`src/rtl/crypto_irq_pkg.sv`:
```
package crypto_irq_pkg;
  localparam int ADDR_W = 3;

  typedef enum logic [ADDR_W-1:0] {
    REG_RAW       = 3'd0,
    REG_ENABLE    = 3'd1,
    REG_MASKED    = 3'd2,
    REG_CLEAR     = 3'd3,
    REG_EN_SET    = 3'd4,
    REG_EN_CLR    = 3'd5,
    REG_WAIT_MASK = 3'd6,
    REG_WAIT_STAT = 3'd7
  } reg_sel_e;
endpackage

```
`src/rtl/crypto_irq_flags.sv`:
```
module crypto_irq_flags #(
  parameter int NUM_SRC = 5
) (
  input  logic               clk,
  input  logic               rst,
  input  logic [NUM_SRC-1:0] evt,
  input  logic [NUM_SRC-1:0] clr,
  output logic [NUM_SRC-1:0] raw_q
);
  for (genvar k = 0; k < NUM_SRC; k++) begin : g_flag
    always_ff @(posedge clk) begin
      if (rst)         raw_q[k] <= 1'b0;
      else if (evt[k]) raw_q[k] <= 1'b1;
      else if (clr[k]) raw_q[k] <= 1'b0;
    end


    flag_hold_chk: assert property (@(posedge clk) disable iff (rst)
      (raw_q[k] && !clr[k]) |=> raw_q[k]);

    event_wins_chk: assert property (@(posedge clk) disable iff (rst)
      evt[k] |=> raw_q[k]);

    clear_drop_chk: assert property (@(posedge clk) disable iff (rst)
      (clr[k] && !evt[k]) |=> !raw_q[k]);
  end
endmodule

```
`src/rtl/crypto_irq_enable.sv`:
```
module crypto_irq_enable #(
  parameter int NUM_SRC = 5
) (
  input  logic               clk,
  input  logic               rst,
  input  logic               load,
  input  logic               set,
  input  logic               clr,
  input  logic [NUM_SRC-1:0] bits,
  output logic [NUM_SRC-1:0] en_q
);
  always_ff @(posedge clk) begin
    if (rst)       en_q <= '0;
    else if (load) en_q <= bits;
    else if (set)  en_q <= en_q | bits;
    else if (clr)  en_q <= en_q & ~bits;
  end


  en_set_chk: assert property (@(posedge clk) disable iff (rst)
    set |=> ((en_q & $past(bits)) == $past(bits)));

  en_clr_chk: assert property (@(posedge clk) disable iff (rst)
    clr |=> ((en_q & $past(bits)) == '0));

  en_keep_chk: assert property (@(posedge clk) disable iff (rst)
    !(load || set || clr) |=> $stable(en_q));
endmodule

```
`src/rtl/crypto_irq_regbank.sv`:
```
module crypto_irq_regbank
  import crypto_irq_pkg::*;
#(
  parameter int NUM_SRC = 5,
  parameter int DATA_W  = 32
) (
  input  logic               clk,
  input  logic               rst,
  input  logic               wr_en,
  input  logic               rd_en,
  input  logic [ADDR_W-1:0]  addr,
  input  logic [DATA_W-1:0]  wdata,
  input  logic [NUM_SRC-1:0] raw,
  input  logic [NUM_SRC-1:0] en,
  output logic [NUM_SRC-1:0] clr_bits,
  output logic               en_load,
  output logic               en_set,
  output logic               en_clr,
  output logic [NUM_SRC-1:0] wbits,
  output logic [DATA_W-1:0]  rdata,
  output logic               rvalid
);
  reg_sel_e           sel;
  logic [NUM_SRC-1:0] wait_mask_q;
  logic [NUM_SRC-1:0] rd_mux;
  logic               unused_wdata_hi;

  assign sel             = reg_sel_e'(addr);
  assign wbits           = wdata[NUM_SRC-1:0];
  assign unused_wdata_hi = ^wdata[DATA_W-1:NUM_SRC];

  assign clr_bits = (wr_en && sel == REG_CLEAR) ? wbits : '0;
  assign en_load  = wr_en && (sel == REG_ENABLE);
  assign en_set   = wr_en && (sel == REG_EN_SET);
  assign en_clr   = wr_en && (sel == REG_EN_CLR);

  always_ff @(posedge clk) begin
    if (rst)                                 wait_mask_q <= '0;
    else if (wr_en && sel == REG_WAIT_MASK)  wait_mask_q <= wbits;
  end

  always_comb begin
    unique case (sel)
      REG_RAW:       rd_mux = raw;
      REG_ENABLE:    rd_mux = en;
      REG_MASKED:    rd_mux = raw & en;
      REG_WAIT_MASK: rd_mux = wait_mask_q;
      REG_WAIT_STAT: rd_mux = raw & wait_mask_q;
      default:       rd_mux = '0;
    endcase
  end

  always_ff @(posedge clk) begin
    if (rst) begin
      rdata  <= '0;
      rvalid <= 1'b0;
    end else begin
      rvalid <= rd_en;
      if (rd_en) rdata <= DATA_W'(rd_mux);
    end
  end


  rvalid_follow_chk: assert property (@(posedge clk) disable iff (rst)
    rd_en |=> rvalid);

  wo_read_zero_chk: assert property (@(posedge clk) disable iff (rst)
    (rd_en && (sel == REG_CLEAR || sel == REG_EN_SET || sel == REG_EN_CLR))
      |=> (rdata == '0));

  upper_zero_chk: assert property (@(posedge clk) disable iff (rst)
    rvalid |-> (rdata[DATA_W-1:NUM_SRC] == '0));
endmodule

```
`src/rtl/crypto_irq_ctrl.sv`:
```
module crypto_irq_ctrl
  import crypto_irq_pkg::*;
#(
  parameter int                 NUM_SRC     = 5,
  parameter int                 DATA_W      = 32,
  parameter logic [NUM_SRC-1:0] IRQ_CAPABLE = 5'b00011
) (
  input  logic               clk,
  input  logic               rst,
  input  logic [NUM_SRC-1:0] evt_i,
  input  logic               wr_en_i,
  input  logic               rd_en_i,
  input  logic [ADDR_W-1:0]  addr_i,
  input  logic [DATA_W-1:0]  wdata_i,
  output logic [DATA_W-1:0]  rdata_o,
  output logic               rd_valid_o,
  output logic               irq_o
);
  logic [NUM_SRC-1:0] raw_q;
  logic [NUM_SRC-1:0] en_q;
  logic [NUM_SRC-1:0] clr_bits;
  logic [NUM_SRC-1:0] wbits;
  logic               en_load, en_set, en_clr;
  logic [NUM_SRC-1:0] pending;

  crypto_irq_flags #(.NUM_SRC(NUM_SRC)) u_flags (
    .clk(clk), .rst(rst), .evt(evt_i), .clr(clr_bits), .raw_q(raw_q)
  );

  crypto_irq_enable #(.NUM_SRC(NUM_SRC)) u_enable (
    .clk(clk), .rst(rst), .load(en_load), .set(en_set), .clr(en_clr),
    .bits(wbits), .en_q(en_q)
  );

  crypto_irq_regbank #(.NUM_SRC(NUM_SRC), .DATA_W(DATA_W)) u_regs (
    .clk(clk), .rst(rst), .wr_en(wr_en_i), .rd_en(rd_en_i), .addr(addr_i),
    .wdata(wdata_i), .raw(raw_q), .en(en_q), .clr_bits(clr_bits),
    .en_load(en_load), .en_set(en_set), .en_clr(en_clr), .wbits(wbits),
    .rdata(rdata_o), .rvalid(rd_valid_o)
  );

  assign pending = raw_q & en_q & IRQ_CAPABLE;

  always_ff @(posedge clk) begin
    if (rst) irq_o <= 1'b0;
    else     irq_o <= |pending;
  end


  irq_level_chk: assert property (@(posedge clk) disable iff (rst)
    irq_o == $past(|(raw_q & en_q & IRQ_CAPABLE)));

  fault_silent_chk: assert property (@(posedge clk) disable iff (rst)
    ((raw_q & en_q & IRQ_CAPABLE) == '0) |=> !irq_o);

  reset_quiet_chk: assert property (@(posedge clk)
    $past(rst) |-> (!irq_o && raw_q == '0 && en_q == '0));
endmodule

```
`config.mk`:
```
export PLATFORM = sky130hd
export DESIGN_NAME = crypto_irq_ctrl
export DESIGN_NICKNAME = d
export VERILOG_FILES = /design/src/rtl/crypto_irq_pkg.sv /design/src/rtl/crypto_irq_flags.sv /design/src/rtl/crypto_irq_enable.sv /design/src/rtl/crypto_irq_regbank.sv /design/src/rtl/crypto_irq_ctrl.sv
export SDC_FILE = /design/constraint.sdc
export NUM_CORES = 1
export LEC_CHECK = 0
export ABC_CLOCK_PERIOD_IN_PS = 2800
export BUFFER_PORTS_ARGS = -buffer_cell sky130_fd_sc_hd__buf_2
export CORE_UTILIZATION = 47
export DETAILED_ROUTE_END_ITERATION = 8
export GPL_TIMING_DRIVEN = 1
export PLACE_DENSITY_LB_ADDON = 0.25
export SLEW_MARGIN = 20
export SYNTH_ARGS = -nofsm -noshare
export SYNTH_HDL_FRONTEND = slang
export SYNTH_SLANG_ARGS = --single-unit
```
`constraint.sdc`:
```
create_clock -name clk -period 2.8 [get_ports clk]
set_clock_uncertainty 0.1 [all_clocks]
set_input_delay 0.14 -clock clk [delete_from_list [all_inputs] [get_ports clk]]
set_output_delay 0.14 -clock clk [all_outputs]
set_load 0.01 [all_outputs]
```
==> reports/results.ini, run 1 <==
[routing]
drc_errors = 0
vias_per_cell = 5.078
routed_wl_um = 2784
drt-pass1-iter-count = 4
route.antenna.remaining_nets = 0
drt_iter0_markers = 32
vias = 1107
wire_per_inst_um = 12.77

[placement]
post_dp_cell_area_mm2 = 0.001404
gp_congestion = 0.7456
dpl.hpwl_um = 1953
port_buffers = 23
place_inst = 205

[clocking]
cts_tree = done
root_buffer = clkbuf_4
htreeDepth = 1
cts_buffers = 3
path_clk_slew_ns = 0.13
cts.sinks = 22
cts_setup_buffers = 0
clock_path_buffers = 2
worstSkewPairLatency_ns = 0.30

[layout]
final_cell_count_no_fill = 218
antennaDiodeCount = 0
drive_gt1_share_pct = 17.65
post-route-util_pct = 55.60
final_area_mm2 = 0.001546
synthToLayoutAreaGrowth_pct = 10.75
layout.nets = 232

[floorplan]
rows = 19
die_area_mm2 = 0.003193
core_area_mm2 = 0.002781
ios = 78
die_x_um = 56.51
start_util_pct = 50.20
die_h_um = 56.51

[global_routing]
grt_pass1_wl_um = 4678
antenna_found_initial = 0
grt-ovfl-total = 0
gr-usage-all-layers_pct = 18.27
grt_pass1_vias = 1063
use_met3_pct = 2.535
grt_use_met2_pct = 29.41
grt_max_degree = 28
gr-max-usage-layer = met2
grtUsageMet1_pct = 22.81

[timing]
holdWs_ns = 0.02781
rsz0062_at_grt = no
slew_violations = 0
fin_crit_sh_pct = 40.79
setup_violations = 0
fin_tns_setup_ns = 0
hold_violations = 0
layout_min_cycle_time_ns = 1.142
fmax_mhz = 875.5

[worst_setup_path]
crit_family = compound AO/OA/AOI/OAI gates
rr_endpoint = u_regs.rdata[1]$_SDFFE_PP0P_
r2r_slack_ns = 1.66
crit_fanout = 4
startpoint_type = register
worstPathArrival_ns = 1.25
worstSetupStartpoint = u_flags.raw_q[1]$_SDFFE_PP0P_
cp_slowest_cell = dfxtp_1
required_ns = 2.91
path_cells = or2b_1 -> a41oi_1 -> a311oi_1
cp_slowest_stage_delay_ns = 0.40
cp_num_buf_inv = 0
reg2reg_depth = 3
worstSetupPathType = register to register
r2r_start = u_flags.raw_q[1]$_SDFFE_PP0P_
setup.worst_path.end_class = register

[worst_hold_path]
worst_hold_path_type = input pin to register
min_to = u_regs.wait_mask_q[2]$_SDFFE_PP0P_
min_path_cells = 3
worstHoldStart = wdata_i[2]

[synthesis]
yosys.area.top_type = dfxtp_1
synth.area.top_cells = dfxtp_1 32%, buf_4 16%, mux2i_1 7.2%
ys.flop_type = dfxtp_1
synth_area_mm2 = 0.001396
synth-compound-area-share_pct = 18.64
synth-edff-count = 0
synth_top_family_by_area = simple AND/OR/NAND/NOR gates
seq_area_frac_synth_pct = 31.54
async_flop_share_pct = 0
synth_top_area_share_pct = 31.54
yosysWarnings = 0
synth_cells = 159
synth_cell_types = 28
synthXorXnorAreaFrac_pct = 0
yosys-top-cells-count = 29 x buf_4, 22 x dfxtp_1
yosysMostFrequentCell = buf_4
yosys.area_share.simple_pct = 22.22
synthMuxAreaShare_pct = 7.168
synth.avg_cell_area_um2 = 8.782
synthAdderAreaFrac_pct = 0
synth-seq-cells = 22

[power_and_ir_drop]
p_per_area_mw_per_mm2 = 443.2
vdd_drop_max_mv = 0.3253
power.leakage_nw = 0.7309

[status]
status = finished, final reports clean

[run]
drv.max_cap_violation_count = 0

[final cells by class]
type	count	area, um^2
Clock buffer	3	22.52
Timing Repair Buffer	32	205.2
Multi-Input combinational cell	119	772.0
Clock inverter	1	30.03
Sequential cell	22	440.4
Fill cell	260	1235
Inverter	10	37.54
Tap cell	31	38.79
[cells by family (layout without fill, tap and decap cells)]
| group | count (synthesis) | in the layout |
|---|---|---|
| multiplexers | 10 | 10 |
| flip-flops | 22 | 22 |
| buffers and inverters | 44 | 46 |
| AO/OA/AOI/OAI | 37 | 37 |
| AND/OR/NAND/NOR | 45 | 45 |
| other | 1 | 27 |
[worst max path at each step]
stage | endpoint | slack [ns] | cells after the start
3_5_place_dp | register | 1.49 | 4
3_3_place_gp | register | 1.53 | 4
6_report | u_regs.rdata[1]$_SDFFE_PP0P_ | 1.66 | 3
5_1_grt | u_regs.rdata[3]$_SDFFE_PP0P_ | 1.58 | 3
4_1_cts | u_regs.rdata[1]$_SDFFE_PP0P_ | 1.67 | 3
2_1_floorplan | u_regs.rdata[0]$_SDFFE_PP0P_ | 1.77 | 3
[layer usage]
layer | wire, um | vias up | part of all wire, %
li1 | - | 556 | -
met1 | 1228 | 510 | 44
met2 | 1352 | 33 | 49
met3 | 102 | 8 | 3.7
met4 | 102 | 0 | 3.7
met5 | 0 | - | 0
[report_power, final]
part | switching, mW | internal, mW
logic | 0.0643 | 0.0447
clock network | 0.100 | 0.145
registers | 0.00715 | 0.324
[cells in the final DEF, fill, tap and decap left out]
cell	count
dlygate4sd3_1	9
o32ai_1	5
nand4b_1	1
o21a_4	1
o21ai_0	10
nand2_1	5
nor2_1	6
a41oi_1	5
nor2b_1	10
nand3b_1	1
and2b_1	6
nand3b_2	1
nand4b_2	1
a311oi_1	5
and2b_2	1
conb_1	27
or2b_1	6
nand4bb_4	1
bufinv_16	1
a22oi_1	1
mux2i_1	10
inv_1	10
nand2b_1	5
a31oi_1	5
clkbuf_4	3
buf_2	23
nor2_2	1
a21oi_1	5
dfxtp_1	22
[through the flow]
stage / worst slack (ns) / power (mW)
2_1_floorplan: 1.774 / 0.4395
3_3_place_gp: 1.528 / 0.4335
3_5_place_dp: 1.489 / 0.4357
4_1_cts: 1.668 / 0.6888
5_1_grt: 1.581 / 0.7155
6_report: 1.658 / 0.6854
[repair_timing]
item                                   CTS  global route
gates resized for setup                  0             0
hold buffers                             9             0
endpoints found under the hold margin    9             0
[worst reg2reg max path, delay by kind of cell (launching register included)]
kind	cells	cell delay, ns
and+or+nand+nor	1	0.12
AOI/OAI and AO/OA	2	0.44
DFF	1	0.40
Power figures use the tool's default switching activity.
==> run 2: changes to the inputs <==
- ABC_CLOCK_PERIOD_IN_PS: 2800 -> 900
- CORE_UTILIZATION: 47 -> 40
- clock period: 2.8 -> 0.9 ns (I/O delays scaled with it)
==> run 2 against run 1 <==
- the flow now finishes with violations (negative hold slack, negative setup slack)
- sequential share of layout area is 4.3 points lower
- global-route usage is 0.65 points lower
- non-clock buffer count up 21
- register-to-register slack got worse by 1.8 ns
- utilization is 1.4 points higher
- first-iteration DRC count shrank 22%
- hold slack got worse by 0.052 ns
- clock power grew to 3.1 times the previous value
- via count rose by 6.8%
- fmax is 7.5% higher
- sequential cell count unchanged
- sequential power increased to 3.1 times the previous value
- largest power group unchanged
==> reports/results.ini, run 2 (synthesized netlist as in run 1, its figures left out) <==
[status]
status = complete, but fails checks
failed_checks = negative hold slack, negative setup slack

[global_routing]
grt_pass1_vias = 1069  ; +0.56%
grt-ovfl-total = 0  ; unchanged
antenna_found_initial = 0  ; unchanged
gr-usage-all-layers_pct = 17.62  ; -0.65 points
grt_max_degree = 21  ; -25%
grt_pass1_wl_um = 4830  ; +3.2%

[power_and_ir_drop]
power.leakage_nw = 0.8540  ; +17%
vdd_drop_max_mv = 0.4838  ; +49%
p_per_area_mw_per_mm2 = 1191  ; +170%

[routing]
highest_layer = met4
dr_wl_met3_um = 103  ; +0.98%
vias_per_cell = 4.654  ; -8.4%
routed_wl_um = 3026  ; +8.7%
met2_length_um = 1562  ; +16%
drc_errors = 0  ; unchanged
drt-pass1-iter-count = 4  ; unchanged
route.antenna.remaining_nets = 0  ; unchanged
drt_iter0_markers = 25  ; -22%
vias = 1182  ; +6.8%
wl_met1_um = 1304  ; +6.2%
wire_per_inst_um = 11.91  ; -6.7%

[timing]
rsz0062_at_grt = yes
layout_min_cycle_time_ns = 1.063  ; -0.07962 ns
fmax_mhz = 941.1  ; +7.5%
slew_violations = 0  ; unchanged
timing.final.ws_setup_ns = -0.1626  ; -1.820 ns
hold_violations = 1  ; +1
setup_violations = 18  ; +18
holdWs_ns = -0.02432  ; -0.05213 ns
fin_crit_sh_pct = 118.1  ; +77 points

[layout]
final_common_cell = conb_1
layout.nets = 253  ; +9.1%
fillers = 289  ; +11%
antennaDiodeCount = 0  ; unchanged
drive_gt1_share_pct = 38.94  ; +21 points
multi_input_area_um2 = 882.1  ; +14%
synthToLayoutAreaGrowth_pct = 36.11
layout.cells.most_common_list = 27 x conb_1, 17 x buf_2, 17 x buf_4, 12 x dfxtp_2, 12 x dlygate4sd3_1
seqCellArea_um2 = 459.2  ; +4.3%

[worst_setup_path]
r2r_start = u_flags.raw_q[1]$_SDFFE_PP0P_
rr_endpoint = u_regs.rdata[1]$_SDFFE_PP0P_
r2r_slack_ns = -0.16  ; -1.82 ns
worst-path-stages = 3  ; unchanged
worstSetupPathType = register to register
critPathCapture = u_regs.rdata[1]$_SDFFE_PP0P_
worstPathArrival_ns = 1.17  ; -0.08 ns
crit_family = flip-flops
crit_fanout = 3  ; -1
worstSetupStartpoint = u_flags.raw_q[1]$_SDFFE_PP0P_
cp_num_buf_inv = 0  ; unchanged
setup.worst_path.end_class = register
cp_slowest_stage_delay_ns = 0.38  ; -0.02 ns
startpoint_type = register
path_cells = or2b_1 -> a41oi_2 -> a311oi_2
reg2reg_depth = 3  ; unchanged
required_ns = 1.00  ; -1.91 ns
cp_slowest_cell = dfxtp_4

[clocking]
cts_buffers = 3  ; unchanged
path_clk_slew_ns = 0.13  ; about the same
clock_path_buffers = 2  ; unchanged
htreeDepth = 1  ; unchanged
worstSkewPairLatency_ns = 0.31  ; about the same
cts_tree = done
cts.sinks = 22  ; unchanged
root_buffer = clkbuf_4

[placement]
dpl.hpwl_um = 2209  ; +13%
gp_congestion = 0.8777  ; +18%
pre_cts_ws_ns = -0.2536  ; -1.743 ns
port_buffers = 23  ; unchanged

[floorplan]
die_h_um = 61.09  ; +8.1%
die_area_mm2 = 0.003731  ; +17%
start_util_pct = 41.84  ; -8.4 points
die_x_um = 61.09  ; +8.1%
rows = 21  ; +2
ios = 78  ; unchanged
core_area_mm2 = 0.003337  ; +20%

[run]
drv.max_cap_violation_count = 0  ; unchanged

[worst_hold_path]
worst_hold_path_type = input pin to register

-- run 2: cell count changes in the layout (fill, tap and decap cells not counted), sizes merged --
| cell | previous run | this run |
|---|---|---|
| buf | 23 | 41 |
| dlygate4sd3 | 9 | 12 |
-- run 2: how the worst min path moves through the flow --
stage | startpoint | endpoint | slack (ns) | cells past startpoint
finish | wdata_i[2] | register | -0.02 | 3
global route | wdata_i[2] | register | 0.002 | 3
floorplan | evt_i[0] | u_flags.raw_q[0]$_SDFFE_PP0P_ | 0.07 | 2
global placement | evt_i[3] | u_flags.raw_q[3]$_SDFFE_PP0P_ | 0.18 | 3
detailed placement | evt_i[0] | u_flags.raw_q[0]$_SDFFE_PP0P_ | 0.19 | 3
CTS | wdata_i[4] | u_regs.wait_mask_q[4]$_SDFFE_PP0P_ | -0.10 | 3
-- run 2: layout make-up --
cell class / count / share of cell area (%)
Clock buffer: 3 / 1.185
Clock inverter: 1 / 1.580
Inverter: 10 / 1.975
Multi-Input combinational cell: 119 / 46.41
Sequential cell: 22 / 24.16
Tap cell: 46 / 3.028
Timing Repair Buffer: 53 / 21.66
-- run 2: repair_timing --
| item | in CTS | in global routing |
|---|---|---|
| endpoints found under the setup margin | 14 | 21 |
| pin swaps | 5 | 8 |
| hold buffers | 10 | 4 |
| setup buffers | 1 | 3 |
| endpoints found under the hold margin | 16 | 6 |
| gates resized for setup | 19 | 10 |
-- run 2: where the power goes --
part | total (mW) | switching [mW] | internal [mW]
clock | 0.770 | 0.320 | 0.450
sequential | 1.04 | 0.0237 | 1.01
combinational | 0.457 | 0.244 | 0.213
total | 2.26 | 0.588 | 1.68
-- run 2: metrics by stage --
| step | setup TNS (ns) | util, % | area [um^2] | power, mW | std cells |
|---|---|---|---|---|---|
| after floorplan | -0.2504 | - | 1585 | 1.387 | 185 |
| after global placement | -2.912 | 48.71 | 1625 | 1.420 | 235 |
| after detailed placement | -3.519 | 48.71 | 1625 | 1.430 | 235 |
| after CTS | -0.9793 | 54.93 | 1833 | 2.248 | 249 |
| after global routing | -1.919 | 56.96 | 1901 | 2.384 | 254 |
| final | -1.094 | 56.96 | 1901 | 2.263 | 254 |
-- run 2: worst reg2reg max path: stages (launching register included) --
cell	delay [ns]
dfxtp_4	0.38
or2b_1	0.23
a41oi_2	0.14
a311oi_2	0.11
-- run 2: routing by layer --
metal	vias up	global-route usage (%)
li1	600	-
met1	538	21.89
met2	38	30.75
met3	6	1.891
met4	0	7.792
met5	-	0
